### config.mk
export PLATFORM = sky130hd
export DESIGN_NAME = wdt_guard
export DESIGN_NICKNAME = d
export VERILOG_FILES = /design/src/rtl/wdt_pkg.sv /design/src/rtl/wdt_keylock.sv /design/src/rtl/wdt_counter.sv /design/src/rtl/wdt_compare.sv /design/src/rtl/wdt_guard.sv
export SDC_FILE = /design/constraint.sdc
export NUM_CORES = 1
export LEC_CHECK = 0
export ABC_AREA = 1
export BUFFER_PORTS_ARGS = -buffer_cell sky130_fd_sc_hd__buf_2
export CAP_MARGIN = 20
export CORE_ASPECT_RATIO = 0.9
export CORE_MARGIN = 2
export CORE_UTILIZATION = 55
export CTS_CLUSTER_DIAMETER = 120
export DETAILED_ROUTE_END_ITERATION = 8
export MAX_ROUTING_LAYER = met4
export PLACE_DENSITY = 0.84
export SKIP_CTS_REPAIR_TIMING = 1
export SLEW_MARGIN = 10
export SYNTH_ARGS = -nofsm -noshare
export SYNTH_HDL_FRONTEND = slang
export SYNTH_HIERARCHICAL = 1
export SYNTH_SLANG_ARGS = --single-unit
### constraint.sdc
create_clock -name clk -period 3.9 [get_ports clk]
set_input_delay 0.39 -clock clk [delete_from_list [all_inputs] [get_ports clk]]
set_output_delay 0.39 -clock clk [all_outputs]
set_load 0.1 [all_outputs]
### src/rtl/wdt_pkg.sv
package wdt_pkg;

  localparam int SCALE_W = 4;

  typedef enum logic [2:0] {
    A_CFG    = 3'd0,
    A_COUNT  = 3'd1,
    A_SCALED = 3'd2,
    A_FEED   = 3'd3,
    A_KEY    = 3'd4,
    A_CMP    = 3'd5
  } wdt_addr_e;

  localparam int B_RST_EN = 8;
  localparam int B_ZERO   = 9;
  localparam int B_ALWAYS = 12;
  localparam int B_AWAKE  = 13;
  localparam int B_PEND   = 28;

  typedef struct packed {
    logic [SCALE_W-1:0] scale;
    logic               rst_en;
    logic               zero_on_match;
    logic               run_always;
    logic               run_awake;
  } wdt_cfg_t;

endpackage

### src/rtl/wdt_keylock.sv
module wdt_keylock #(
  parameter int          DATA_W    = 32,
  parameter logic [31:0] KEY_MAGIC = 32'h0051_F15E
) (
  input  logic              clk,
  input  logic              rst_n,
  input  logic              wr_en,
  input  logic              key_sel,
  input  logic [DATA_W-1:0] wdata,
  output logic              unlocked,
  output logic              accept
);

  // Any write re-arms or drops the lock: only the key word to the key
  // register leaves it open, and it stays open for one write.
  always_ff @(posedge clk) begin
    if (!rst_n)
      unlocked <= 1'b0;
    else if (wr_en)
      unlocked <= key_sel && (wdata == DATA_W'(KEY_MAGIC));
  end

  assign accept = wr_en && !key_sel && unlocked;

endmodule

### src/rtl/wdt_counter.sv
module wdt_counter #(
  parameter int CNT_W   = 31,
  parameter int CMP_W   = 16,
  parameter int SCALE_W = 4
) (
  input  logic               clk,
  input  logic               rst_n,
  input  logic               tick_en,
  input  logic               run,
  input  logic               load,
  input  logic [CNT_W-1:0]   load_val,
  input  logic               clear,
  input  logic               zero_hit,
  input  logic [SCALE_W-1:0] scale,
  output logic [CNT_W-1:0]   count,
  output logic [CMP_W-1:0]   scaled
);

  localparam int NSLICE = 1 << SCALE_W;

  always_ff @(posedge clk) begin
    if (!rst_n)
      count <= '0;
    else if (load)
      count <= load_val;
    else if (clear || zero_hit)
      count <= '0;
    else if (tick_en && run)
      count <= count + 1'b1;
  end

  // One candidate window per shift amount; windows past the top of the
  // count are zero-filled.
  logic [CMP_W-1:0] slice [NSLICE];

  for (genvar s = 0; s < NSLICE; s++) begin : g_slice
    if (s + CMP_W <= CNT_W) begin : g_full
      assign slice[s] = count[s+CMP_W-1:s];
    end else if (s < CNT_W) begin : g_part
      assign slice[s] = CMP_W'(count[CNT_W-1:s]);
    end else begin : g_none
      assign slice[s] = '0;
    end
  end

  assign scaled = slice[scale];

endmodule

### src/rtl/wdt_compare.sv
module wdt_compare #(
  parameter int CMP_W = 16
) (
  input  logic             clk,
  input  logic             rst_n,
  input  logic [CMP_W-1:0] scaled,
  input  logic [CMP_W-1:0] threshold,
  input  logic             rst_en,
  input  logic             pend_wr,
  input  logic             pend_wdata,
  output logic             match,
  output logic             pending,
  output logic             reset_req
);

  assign match = (scaled >= threshold);

  // A live match wins over a software clear on the same edge.
  always_ff @(posedge clk) begin
    if (!rst_n) begin
      pending   <= 1'b0;
      reset_req <= 1'b0;
    end else begin
      pending   <= match || (pend_wr ? pend_wdata : pending);
      reset_req <= reset_req || (match && rst_en);
    end
  end

endmodule

### src/rtl/wdt_guard.sv
module wdt_guard
  import wdt_pkg::*;
#(
  parameter int          CNT_W      = 31,
  parameter int          CMP_W      = 16,
  parameter int          DATA_W     = 32,
  parameter logic [31:0] KEY_MAGIC  = 32'h0051_F15E,
  parameter logic [31:0] FEED_MAGIC = 32'h0D09_F00D
) (
  input  logic              clk,
  input  logic              rst_n,
  input  logic              tick_en,
  input  logic              core_asleep,
  input  logic              reg_wr_en,
  input  logic [2:0]        reg_addr,
  input  logic [DATA_W-1:0] reg_wdata,
  output logic [DATA_W-1:0] reg_rdata,
  output logic              irq,
  output logic              reset_req
);

  wdt_addr_e        addr_e;
  wdt_cfg_t         cfg_q;
  logic [CMP_W-1:0] cmp_q;
  logic [CNT_W-1:0] count_q;
  logic [CMP_W-1:0] scaled;
  logic             unlocked;
  logic             accept;
  logic             match;
  logic             pending;
  logic             run;
  logic             wr_cfg, wr_cmp, wr_cnt, wr_feed;

  assign addr_e = wdt_addr_e'(reg_addr);

  wdt_keylock #(.DATA_W(DATA_W), .KEY_MAGIC(KEY_MAGIC)) u_lock (
    .clk      (clk),
    .rst_n    (rst_n),
    .wr_en    (reg_wr_en),
    .key_sel  (addr_e == A_KEY),
    .wdata    (reg_wdata),
    .unlocked (unlocked),
    .accept   (accept)
  );

  assign wr_cfg  = accept && (addr_e == A_CFG);
  assign wr_cmp  = accept && (addr_e == A_CMP);
  assign wr_cnt  = accept && (addr_e == A_COUNT);
  assign wr_feed = accept && (addr_e == A_FEED) && (reg_wdata == DATA_W'(FEED_MAGIC));

  always_ff @(posedge clk) begin
    if (!rst_n) begin
      cfg_q <= '0;
      cmp_q <= '1;
    end else begin
      if (wr_cfg) begin
        cfg_q.scale         <= reg_wdata[SCALE_W-1:0];
        cfg_q.rst_en        <= reg_wdata[B_RST_EN];
        cfg_q.zero_on_match <= reg_wdata[B_ZERO];
        cfg_q.run_always    <= reg_wdata[B_ALWAYS];
        cfg_q.run_awake     <= reg_wdata[B_AWAKE];
      end
      if (wr_cmp)
        cmp_q <= reg_wdata[CMP_W-1:0];
    end
  end

  assign run = cfg_q.run_always || (cfg_q.run_awake && !core_asleep);

  wdt_counter #(.CNT_W(CNT_W), .CMP_W(CMP_W), .SCALE_W(SCALE_W)) u_cnt (
    .clk      (clk),
    .rst_n    (rst_n),
    .tick_en  (tick_en),
    .run      (run),
    .load     (wr_cnt),
    .load_val (reg_wdata[CNT_W-1:0]),
    .clear    (wr_feed),
    .zero_hit (cfg_q.zero_on_match && match),
    .scale    (cfg_q.scale),
    .count    (count_q),
    .scaled   (scaled)
  );

  wdt_compare #(.CMP_W(CMP_W)) u_cmp (
    .clk        (clk),
    .rst_n      (rst_n),
    .scaled     (scaled),
    .threshold  (cmp_q),
    .rst_en     (cfg_q.rst_en),
    .pend_wr    (wr_cfg),
    .pend_wdata (reg_wdata[B_PEND]),
    .match      (match),
    .pending    (pending),
    .reset_req  (reset_req)
  );

  assign irq = pending;

  always_comb begin
    reg_rdata = '0;
    unique case (addr_e)
      A_CFG: begin
        reg_rdata[SCALE_W-1:0] = cfg_q.scale;
        reg_rdata[B_RST_EN]    = cfg_q.rst_en;
        reg_rdata[B_ZERO]      = cfg_q.zero_on_match;
        reg_rdata[B_ALWAYS]    = cfg_q.run_always;
        reg_rdata[B_AWAKE]     = cfg_q.run_awake;
        reg_rdata[B_PEND]      = pending;
      end
      A_COUNT:  reg_rdata = DATA_W'(count_q);
      A_SCALED: reg_rdata = DATA_W'(scaled);
      A_KEY:    reg_rdata[0] = unlocked;
      A_CMP:    reg_rdata = DATA_W'(cmp_q);
      default:  reg_rdata = '0;
    endcase
  end

endmodule

== After elaboration in Yosys (flattened, before gate mapping) ==
Cells that the tools add are included.

* Memories: 0
* Output and inout bits: 34
* Bits in read-only memories: 0
* Bits in writable memories: 0
* Register bits after elaboration: 58
* Input port bits: 40
* Bits in latches: 0
* Logic and storage cells: 57

* Eq/ne operators: 7
* Multipliers: 0
* Order comparisons: 2
* Reductions and logical operators: 20
* Shifts and indexed selects: 0
* Div/mod/pow operators: 0
* Muxes and demuxes: 16
* Bitwise operators: 1
* $add $sub $neg: 1

{| class="wikitable"
|+ Operators by type and width
! kind !! number
|-
| 2-to-1 mux 31 bit || 3
|-
| binary-select mux 16 bit (select 4 bit) || 1
|-
| case mux 14 bit (3 select lines) || 1
|-
| equality test 32 x 23 -> 1 bit, second input constant || 1
|-
| equality test 32 x 28 -> 1 bit, second input constant || 1
|-
| 2-to-1 mux 16 bit || 2
|-
| adder 31 x 1 -> 31 bit, second input constant || 1
|-
| >= comparator 16 bit || 1
|-
| case mux 2 bit (4 select lines) || 2
|-
| logical AND 1 bit || 12
|-
| case mux 3 bit (4 select lines) || 1
|-
| case mux 4 bit (3 select lines) || 1
|-
| equality test 3 x 2 -> 1 bit, second input constant || 2
|-
| equality test 3 bit, second input constant || 2
|-
| case mux 2 bit (3 select lines) || 1
|-
| >= comparator 5 bit, second input constant || 1
|-
| inverter 4 -> 5 bit || 1
|-
| case mux 1 bit (5 select lines) || 1
|-
| logical OR 1 bit || 4
|-
| equality test 3 x 1 -> 1 bit, second input constant || 1
|-
| logical NOT 3 bit || 1
|-
| nonzero test 3 bit || 1
|-
| logical NOT 1 bit || 2
|-
| 2-to-1 mux 2 bit || 1
|-
| 2 further kinds || 2
|}

== Longest topological paths before layout ==
Gate-level depths: netlist (run 1).

* Word-level depth: 9
* Gate-level depth with buffers: 29
* Depth with buffers taken out: 27

== Modules after synthesis ==
The synthesis (run 1) kept the hierarchy.

{| class="wikitable"
|+ Modules (own cells, without submodules)
! module !! area an instance (um2) !! instances !! cells each
|-
| wdt_counter || 3319.4 || 1 || 590
|-
| wdt_guard || 1631.6 || 1 || 291
|-
| wdt_compare || 525.5 || 1 || 78
|-
| wdt_keylock || 201.4 || 1 || 44
|}

== Least setup slack after synthesis (run 1) ==
OpenSTA, ideal clock, no wires.

* Kind: register -> register
* From: reg, netlist name cfg_q[4]
* To: reg u_cnt.count[20]
* Data required time: 3.830 ns
* Cell stages (with the launch flop): 24
* Buffers on the path: 3
* Clock period less this slack: 2.965 ns
* Library setup time: 0.070 ns
* Data arrival time: 2.895 ns
* Slack: 0.935 ns
* Cells stage by stage: dfxtp_1 -> buf_4 -> buf_2 -> o21ai_0 -> nand2_1 -> nand3_1 -> o21ai_0 -> nand2_1 -> nand2_1 -> ha_1 -> a21oi_1 -> o21a_4 -> nand2_1 -> nand2_1 -> nand2_2 -> nand2_1 -> inv_1 -> or2_1 -> nor2_4 -> nand2_2 -> clkinv_2 -> buf_6 -> a21oi_1 -> a21oi_1

* Longest elaborated chain between the ends: 9
* Elaborated cells on any way between the ends: 10
* Those cells by class: 1 x order compare; 5 x mux; 1 x bitwise; 3 x reduce/logical

{| class="wikitable"
|+ RTL lines
! element !! RTL line !! RTL
|-
| inverter 4 -> 5 bit (not written as such) (*) || wdt_counter.sv:46 || <nowiki>assign scaled = slice[scale];</nowiki>
|-
| binary-select mux 16 bit (select 4 bit) (*) || wdt_counter.sv:46 ||
|-
| 2-to-1 mux 16 bit (not written as such) (*) (2 in a row) || wdt_counter.sv:46 ||
|-
| net scaled[7] || wdt_guard.sv:26 || <nowiki>logic [CMP_W-1:0] scaled;</nowiki>
|-
| >= comparator 16 bit (*) || wdt_compare.sv:16 || <nowiki>assign match = (scaled >= threshold);</nowiki>
|-
| net match || wdt_guard.sv:29 || <nowiki>logic match;</nowiki>
|-
| logical AND 1 bit (*) || wdt_guard.sv:78 || <nowiki>.zero_hit (cfg_q.zero_on_match && match),</nowiki>
|-
| logical OR 1 bit (*) || wdt_counter.sv:26 || <nowiki>else if (clear || zero_hit)</nowiki>
|-
| 2-to-1 mux 31 bit || wdt_counter.sv:26 ||
|-
| 2-to-1 mux 31 bit || wdt_counter.sv:24 || <nowiki>else if (load)</nowiki>
|-
| to (signal assigned) || wdt_counter.sv:25 || <nowiki>count <= load_val;</nowiki>
|-
| to (signal assigned) || wdt_counter.sv:29 || <nowiki>count <= count + 1'b1;</nowiki>
|-
| to (decl) || wdt_counter.sv:15 || <nowiki>output logic [CNT_W-1:0] count,</nowiki>
|}

Mark *: on every way through the listed nets, which the timed path passes. The rest lies on a longest branch. The select of a mux whose other input is x is not followed.
A chain may end at the register's enable or synchronous reset.

== Final worst setup path (run 1) ==
* From: reg u_cnt.count[9]
* To: reg u_cnt.count[10]

* Longest elaborated chain between the ends: 8
* Elaborated cells on any way between the ends: 11
* Those cells by class: 1 x add/sub; 1 x order compare; 6 x mux; 3 x reduce/logical

{| class="wikitable"
|+ RTL lines
! element !! RTL line
|-
| binary-select mux 16 bit (select 4 bit) (*) || wdt_counter.sv:46
|-
| 2-to-1 mux 16 bit (not written as such) (*) (2 in a row) || wdt_counter.sv:46
|-
| net scaled[9] || wdt_guard.sv:26
|-
| >= comparator 16 bit (*) || wdt_compare.sv:16
|-
| net match || wdt_guard.sv:29
|-
| logical AND 1 bit (*) || wdt_guard.sv:78
|-
| logical OR 1 bit (*) || wdt_counter.sv:26
|-
| 2-to-1 mux 31 bit || wdt_counter.sv:26
|-
| 2-to-1 mux 31 bit || wdt_counter.sv:24
|}

Marks and branches as above.

==> flow_summary.json, run 1 <==
{
  "wire_per_inst_um": 16.4,
  "cts-buffers-inserted": 9,
  "cts_max_path_buffers": 2,
  "ios": 74,
  "cp_slowest_stage_delay_ns": 0.49,
  "synth_area_um2": 5680,
  "fillerInstances": 995,
  "synthArstFlopShare_pct": 0,
  "vias": 6951,
  "cts.sinks": 58,
  "grt_setup_unrepaired": "no",
  "syn_avg_cell_area_um2": 5.66,
  "fin_area_um2": 6410,
  "drv_slew": 0,
  "fp.dieH_um": 100,
  "yosys_warnings": 6,
  "crit_buf_inv": 3,
  "die_x_um": 111,
  "power_density_nw_per_um2": 235,
  "drtAntennaViolNets": 0,
  "clk_pin_slew_ns": 0.06,
  "place_ws_ns": 0.419,
  "synth_top_area_cell": "nand2_1",
  "ys_types": 43,
  "grt_max_degree": 59,
  "portBuffers": 72,
  "worst_slack_ns": 0.354,
  "dr.pass1.iters": 7,
  "routed_wl_mm": 19.6,
  "synth_area_leaders": "nand2_1 22%, dfxtp_1 20%, o21ai_0 8.0%",
  "netlist.area_leader.share_pct": 21.7,
  "dp_hpwl_mm": 14.6,
  "htreeDepth": 3,
  "critPathKind": "reg -> reg",
  "hold_ws_ns": 0.345,
  "syn-num-nets": 1060,
  "final.setup_skew_ns": 0.00732,
  "multi_input_area_um2": 3840,
  "drt_iter0_drc": 1012,
  "initial_utilization_pct": 55.9,
  "period_needed_ns": 3.55,
  "synth-seq-cells": 58,
  "viasPerCell": 5.82,
  "ys_seq_area_share_pct": 20.4,
  "grt_pass1_vias": 5993,
  "antenna_found_initial": 0,
  "drc": 0,
  "place_congestion": 1.04,
  "fin_cells": 1194,
  "syn_inst": 1003,
  "crit_path_frequent_cell": "o21ai_1",
  "crit_required_ns": 4.16,
  "cts-root-buf": "clkbuf_16",
  "worstPathCellList": "inv_1, o21ai_1, mux2i_1, mux2i_1, nand2_1, o21ai_1, ha_1, a21oi_1, o21ai_1, a21oi_2, nand2_2, nand2_1, inv_1, or2_1, nor2_4, buf_6, a21boi_1, o21ai_0, a21oi_1",
  "drive_above_1_share_pct": 15.4,
  "nNetsFinal": 1119,
  "end_kind": "flop",
  "hold_viol_final": 0,
  "total_power_mw": 1.50,
  "post-route-util_pct": 63.1,
  "setup_tns_ns": 0,
  "synth_flop_cell": "dfxtp_1",
  "cts_tree": "yes",
  "cp_max_fo": 31,
  "arrival_ns": 3.81,
  "seqCellArea_um2": 1160,
  "antennaDiodeCount": 0,
  "p_leak_nw": 3.23,
  "cap_violations": 0,
  "area_growth_pct": 12.8,
  "grt_use_total_pct": 35.8,
  "status": "finished clean",
  "holdCritStartpoint": "reg_wr_en",
  "setup_viol": 0,
  "r2r-start": "u_cnt/count[9]",
  "core_um2": 10200,
  "clock_latency_ns": 0.33,
  "grt_first_pass_wirelength_mm": 30.8,
  "finalCritPeriodShare_pct": 90.9,
  "fp-row-count": 35,
  "max_clock_freq_mhz": 282,
  "crit_slowest_cell": "dfxtp_1",
  "start_kind": "flop",
  "dpl-instance-area_um2": 6120,
  "tightest_slew_ns": 1.06,
  "die-area_um2": 11200,
  "synth_edf_count": 0,
  "relSlewSlack_pct": 29.3,
  "overflow": 0,
  "peakVddDrop_v": 0.000279,
  "hold_class": "in -> reg",
  "dpl.cell_count": 1180,
  "worstSetupStartpoint": "u_cnt/count[9]",
  "critPathTopFamily": "compound AO/OA/AOI/OAI gates"
}
-- power breakdown --
group	switching, mW	total [mW]	internal [mW]
sequential	0.00000000000308	0.593	0.593
clock	0.285	0.758	0.473
combinational	0.121	0.152	0.0315
-- path summary, 6_finish.rpt --
kind / cells after the start / slack [ns] / to
worst min register to register: 2 / 0.47 / u_cmp/reset_req
worst min-delay path: 4 / 0.34 / u_lock/unlocked
worst max register to register: 19 / 0.35 / u_cnt/count[10]
worst max-delay path: 19 / 0.35 / u_cnt/count[10]
-- tightest hold or removal path, stage by stage --
cell and delay, ns:
buf_2 0.10, inv_2 0.03, nand2_1 0.06, a21oi_2 0.05
-- kinds of logic after synthesis --
family                   count (synthesis)  synth area share, %
AO/OA/AOI/OAI                          196                 18.6
multiplexers                             7                 1.26
flip-flops                              58                 20.4
buffers and inverters                  161                 12.0
other                                    1               0.0660
AND/OR/NAND/NOR                        563                 43.9
adder cells (fa/ha/maj)                 17                 3.75
-- sequential cells by signal, indices dropped and copies added, names as in the netlist --
| signal | flops |
|---|---|
| u_cnt/count | 31 |
| u_lock/unlocked | 1 |
| u_cmp/pending | 1 |
| u_cmp/reset_req | 1 |
| cmp_q | 16 |
| cfg_q | 8 |
-- placed cells by master (no fill, tap or decap), types with 9 or more instances in the layout --
master,instances
nand2_1,328
inv_1,110
nor2_1,93
o21ai_0,91
nand3_1,77
a21oi_1,73
buf_2,72
dfxtp_1,58
buf_4,18
ha_1,17
o21ai_1,13
nand4_1,11
nand2_2,11
clkbuf_16,9
nor2_4,9
-- cell usage after synthesis (all sizes together) (2+ instances only) --
cell / n
o211ai: 10
inv: 115
clkbuf: 21
nand2: 343
nor2: 110
nand3: 77
ha: 17
clkinv: 2
nand3b: 2
mux2i: 6
nand4: 11
a21oi: 76
o21ai: 104
or2: 9
o21a: 2
o21bai: 2
dfxtp: 58
nor3: 9
buf: 23
and2: 2
-- layer usage --
metal | share of wire, % | vias to the layer above | global-route usage, % | routed length [um]
met5 | 0 | - | - | 0
met4 | 3.6 | 0 | 14.5 | 701
met3 | 14 | 56 | 9.30 | 2780
met2 | 41 | 481 | 50.5 | 8000
met1 | 41 | 3089 | 48.9 | 8080
li1 | - | 3325 | - | -
-- area by class of cell --
class                      instances  share of cell area, %
sequential                        58                   18.1
clock inverter                     2                  0.195
multi-input combinational        784                   59.9
timing repair buffer              92                   8.22
tap                              129                   2.52
inverter                         117                   6.89
clock buffer                      12                   4.16
No activity file was read; power rests on OpenSTA's default activity.
==> run 2, diff against run 1 <==
--- a/config.mk
+++ b/config.mk
@@ -6,14 +6,13 @@
 export NUM_CORES = 1
 export LEC_CHECK = 0
 export ABC_AREA = 1
-export BUFFER_PORTS_ARGS = -buffer_cell sky130_fd_sc_hd__buf_2
+export BUFFER_PORTS_ARGS = -buffer_cell sky130_fd_sc_hd__buf_4
 export CAP_MARGIN = 20
 export CORE_ASPECT_RATIO = 0.9
 export CORE_MARGIN = 2
 export CORE_UTILIZATION = 55
 export CTS_CLUSTER_DIAMETER = 120
 export DETAILED_ROUTE_END_ITERATION = 8
-export MAX_ROUTING_LAYER = met4
 export PLACE_DENSITY = 0.84
 export SKIP_CTS_REPAIR_TIMING = 1
 export SLEW_MARGIN = 10
==> run 2 against run 1 <==
  * Sequential share of layout area fell by 0.70 points
  * Power is 6.1% higher
  * Count of clock-buffer cells in the layout is 3 lower
  * First-iteration DRC count down 4.7%
  * Sequential cell count unchanged
  * Die area unchanged
  * Critical path type unchanged
  * Largest cell class unchanged
  * Highest routed layer unchanged
==> flow_summary.json, run 2 (synthesized netlist as in run 1, its figures left out) <==
{
  "hold_viol_final": 0,
  "worstPathCellList": "buf_12, o21ai_0, mux2i_1, mux2i_1, nand2_1, o21ai_1, ha_1, a21oi_1, o21ai_1, a21oi_2, nand2_2, nand2_1, inv_1, or2_1, nor2_4, nand2_2, buf_4, o21ai_0, a21oi_1",
  "drc": 0,
  "setup_tns_ns": 0,
  "dr.pass1.iters": 6,
  "area_growth_pct": 17.5,
  "cts-root-buf": "clkbuf_16",
  "largest_register_ffs": 31,
  "drive_above_1_share_pct": 16.0,
  "critPathTopFamily": "compound AO/OA/AOI/OAI gates",
  "dpl-instance-area_um2": 6320,
  "portBuffers": 72,
  "cts.sinks": 58,
  "start_kind": "flop",
  "drv_slew": 0,
  "core_um2": 10200,
  "hold_class": "in -> reg",
  "fp.dieH_um": 100,
  "htreeDepth": 3,
  "cts_max_path_buffers": 2,
  "total_power_mw": 1.60,
  "die-area_um2": 11200,
  "cts-buffers-inserted": 9,
  "peakVddDrop_v": 0.000245,
  "cp_max_fo": 32,
  "largest-register": "u_cnt/count",
  "place_ws_ns": 0.264,
  "final.setup_skew_ns": 0.00690,
  "max_clock_freq_mhz": 271,
  "critPathKind": "reg -> reg",
  "place_congestion": 1.02,
  "arrival_ns": 3.89,
  "viasPerCell": 5.84,
  "p_leak_nw": 3.30,
  "cap_violations": 0,
  "drtAntennaViolNets": 0,
  "crit_buf_inv": 3,
  "nNetsFinal": 1123,
  "wire_per_inst_um": 17.0,
  "overflow": 0,
  "grt_setup_unrepaired": "no",
  "crit_required_ns": 4.11,
  "clk_pin_slew_ns": 0.05,
  "drt_iter0_drc": 964,
  "dpl.cell_count": 1183,
  "setup_viol": 0,
  "grt_max_degree": 59,
  "crit_slowest_cell": "o21ai_0",
  "relSlewSlack_pct": 27.2,
  "ios": 74,
  "dp_hpwl_mm": 15.1,
  "end_kind": "flop",
  "fin_area_um2": 6670,
  "die_x_um": 111,
  "period_needed_ns": 3.68,
  "fin_cells": 1199,
  "grt_first_pass_wirelength_mm": 31.8,
  "clock_latency_ns": 0.33,
  "cts_tree": "yes",
  "fp-row-count": 35,
  "mostFrequentLayoutCells": "328 x nand2_1, 110 x inv_1, 93 x nor2_1, 93 x buf_4, 89 x o21ai_0",
  "vias": 7006,
  "cp_slowest_stage_delay_ns": 0.39,
  "finalCritPeriodShare_pct": 94.5,
  "top_regs": "u_cnt/count: 31 flops, cmp_q: 16 flops, cfg_q: 8 flops",
  "antenna_found_initial": 0,
  "worst_slack_ns": 0.215,
  "power_density_nw_per_um2": 239,
  "tightest_slew_ns": 1.09,
  "antennaDiodeCount": 0,
  "fillerInstances": 955,
  "routed_wl_mm": 20.4,
  "final_common_cell": "nand2_1",
  "initial_utilization_pct": 55.9,
  "status": "finished clean",
  "grt_use_total_pct": 35.9,
  "grt_pass1_vias": 6136
}
run 2: cell types whose count changed in the layout (fill, tap and decap cells not counted), sizes merged:
cell | before | now
buf | 92 | 95
bufinv | 0 | 2
clkbuf | 12 | 10
clkinv | 2 | 3
clkinvlp | 1 | 2
run 2: cell type report:
type	instances	area, um2	area share (%)
sequential	58	1160	17.4
clock inverter	6	82.6	1.24
multi-input combinational	784	3840	57.5
inverter	117	445	6.68
tap	129	161	2.42
timing repair buffer	96	758	11.4
clock buffer	9	225	3.38
run 2: routing by layer:
metal / vias up / track usage (%) / wire (um)
met3: 77 / 9.84 / 2740
li1: 3343 / - / -
met4: 0 / 14.5 / 755
met5: - / 0 / 0
met2: 484 / 53.1 / 8420
met1: 3102 / 49.7 / 8470
run 2: path summary, 6_finish.rpt:
path,startpoint,endpoint,slack [ns],depth (start not counted)
worst min register to register,u_cmp/reset_req,u_cmp/reset_req,0.47,2
worst min-delay path,reg_wdata[8],cmp_q[8],0.33,3
worst max register to register,cfg_q[4],u_cnt/count[3],0.22,19
worst max-delay path,cfg_q[4],u_cnt/count[3],0.22,19
run 2: per-stage QoR:
| stage | utilization [%] | hold slack [ns] |
|---|---|---|
| finish | 65.7 | 0.327 |
| global route | 65.7 | 0.339 |
| CTS | 65.3 | 0.316 |
| detailed placement | 62.3 | 0.462 |
| global placement | 62.3 | 0.455 |
| floorplan | - | 0.454 |
run 2: power breakdown:
| part | total (mW) | internal (mW) | switching (mW) |
|---|---|---|---|
| clock | 0.835 | 0.552 | 0.283 |
| combinational | 0.168 | 0.0465 | 0.121 |
| sequential | 0.593 | 0.593 | 0.00000000000298 |
| total | 1.60 | 1.19 | 0.405 |
run 2: tightest hold or removal path, cell delays in order:
cell     delay [ns]
buf_4          0.12
nand2_1        0.06
nand3_1        0.05
==> run 3, diff against run 2 <==
--- a/config.mk
+++ b/config.mk
@@ -9,7 +9,7 @@
 export BUFFER_PORTS_ARGS = -buffer_cell sky130_fd_sc_hd__buf_4
 export CAP_MARGIN = 20
 export CORE_ASPECT_RATIO = 0.9
-export CORE_MARGIN = 2
+export CORE_MARGIN = 8
 export CORE_UTILIZATION = 55
 export CTS_CLUSTER_DIAMETER = 120
 export DETAILED_ROUTE_END_ITERATION = 8
==> run 3 against run 2 <==
  * Setup slack got worse by 0.0013 ns
  * Critical endpoint is now u_cnt/count[27]
  * Critical path depth increased by 3
  * Clock power increased by 6.3%
  * Register-to-register slack about the same
  * Highest routed layer unchanged
  * Critical path type unchanged
  * Count of clock-buffer cells in the layout increased by 3
  * Power increased by 3.4%
==> flow_summary.json, run 3 (synthesized netlist as in run 1, its figures left out) <==
{
  "status": "finished clean",
  "fillerInstances": 978,
  "fp-row-count": 35,
  "drive_above_1_share_pct": 15.9,
  "final.setup_skew_ns": 0.00565,
  "crit_slowest_cell": "dfxtp_1",
  "crit_required_ns": 4.14,
  "grt_max_degree": 59,
  "cp_max_fo": 31,
  "hold_ws_ns": 0.306,
  "place_congestion": 1.01,
  "htreeDepth": 3,
  "top_regs": "u_cnt/count: 31 flops, cmp_q: 16 flops, cfg_q: 8 flops",
  "core_um2": 10200,
  "grt_first_pass_wirelength_mm": 32.8,
  "finalCritPeriodShare_pct": 94.5,
  "die-area_um2": 13800,
  "grt_use_total_pct": 29.8,
  "grt_pass1_vias": 6337,
  "drc": 0,
  "routed_wl_mm": 20.8,
  "power_density_nw_per_um2": 248,
  "hold_class": "in -> reg",
  "reg2reg_setup_slack_ns": 0.21,
  "period_needed_ns": 3.69,
  "whs_path_depth": 3,
  "drtAntennaViolNets": 0,
  "post-route-util_pct": 65.6,
  "worst_slack_ns": 0.214,
  "cts-buffers-inserted": 9,
  "setup_viol": 0,
  "cap_violations": 0,
  "largest-register": "u_cnt/count",
  "holdCritStartpoint": "reg_wdata[6]",
  "grt_setup_unrepaired": "no",
  "fp.dieH_um": 112,
  "fin_cells": 1200,
  "viasPerCell": 5.79,
  "whs_endpoint": "cmp_q[6]",
  "overflow": 0,
  "antenna_found_initial": 0,
  "r2r_cells": 22,
  "wire_per_inst_um": 17.4,
  "max_clock_freq_mhz": 271,
  "tightest_slew_ns": 0.663,
  "initial_utilization_pct": 55.9,
  "r2r-start": "u_cnt/count[14]",
  "die_x_um": 123,
  "dr.pass1.iters": 6,
  "portBuffers": 72,
  "crit_buf_inv": 3,
  "worstPathCellList": "inv_1, o21ai_0, o21ai_0, o21ai_1, nand2_1, o21ai_0, ha_1, nand2_1, nor2_1, nor2_1, nand2_1, nand2_1, nand2_1, nand2_1, nand2_2, nand2_1, inv_1, or2_1, nor2_4, buf_4, nand3_1, a21oi_1",
  "ios": 74,
  "cts_max_path_buffers": 2,
  "cts.sinks": 58,
  "arrival_ns": 3.93,
  "critPathTopFamily": "simple AND/OR/NAND/NOR gates",
  "clock_latency_ns": 0.33,
  "drt_iter0_drc": 1082,
  "p_leak_nw": 3.31,
  "peakVddDrop_v": 0.000255,
  "crit_path_frequent_cell": "nand2_1",
  "r2r_end": "u_cnt/count[27]",
  "start_kind": "flop",
  "setup_tns_ns": 0,
  "relSlewSlack_pct": 55.7,
  "critPathKind": "reg -> reg",
  "antennaDiodeCount": 0,
  "end_kind": "flop",
  "final_common_cell": "nand2_1",
  "place_ws_ns": 0.358,
  "hold_viol_final": 0,
  "area_growth_pct": 17.4,
  "cp_slowest_stage_delay_ns": 0.54,
  "vias": 6949,
  "largest_register_ffs": 31,
  "clk_pin_slew_ns": 0.06,
  "dpl.cell_count": 1184,
  "nNetsFinal": 1123,
  "drv_slew": 0,
  "cts_tree": "yes",
  "mostFrequentLayoutCells": "328 x nand2_1, 110 x inv_1, 95 x buf_4",
  "cts-root-buf": "clkbuf_16",
  "dp_hpwl_mm": 15.4
}
## run 3: layout make-up
class                   count  area (um2)  area share [%]
clock inverters             4        73.8            1.11
repair buffers             96         733            11.0
multi-input cells         784        3840            57.6
well taps                 129         161            2.42
clock buffers              12         256            3.85
inverters                 117         442            6.63
flip-flops and latches     58        1160            17.4
## run 3: tightest hold or removal path, delay by kind of cell
kind	cells	cell delay, ns
buf+inv	1	0.11
simple gates	2	0.10
## run 3: how the worst max path moves through the flow
stage	startpoint	to	slack, ns	cells after the start
after floorplan	cfg_q[4]	u_cnt/count[20]	0.94	23
after global placement	u_cnt/count[21]	u_cnt/count[10]	0.41	19
after detailed placement	cfg_q[5]	u_cnt/count[10]	0.36	20
after CTS	cfg_q[5]	u_cnt/count[27]	0.34	19
after global routing	cfg_q[4]	u_cnt/count[10]	0.003	20
final	u_cnt/count[14]	u_cnt/count[27]	0.21	22
## run 3: power by group
| part | internal [mW] | total, mW | switching [mW] |
|---|---|---|---|
| clock network | 0.594 | 0.888 | 0.293 |
| logic | 0.0470 | 0.170 | 0.123 |
| registers | 0.593 | 0.593 | 0.00000000000297 |
## run 3: routing by layer
metal  track usage [%]  vias up  wire, um  share of wire, %
li1                  -     3340         -                 -
met1              41.6     3038      8660                42
met2              41.9      504      8520                41
met3              7.53       67      2850                14
met4              12.8        0       790               3.8
met5                 0        -         0                 0
## run 3: metrics by stage
stage | instance area (um2) | total power, mW
floorplan | 5680 | 0.698
finish | 6670 | 1.65
global placement | 6330 | 0.771
global route | 6670 | 1.68
detailed placement | 6330 | 0.772
CTS | 6660 | 1.64
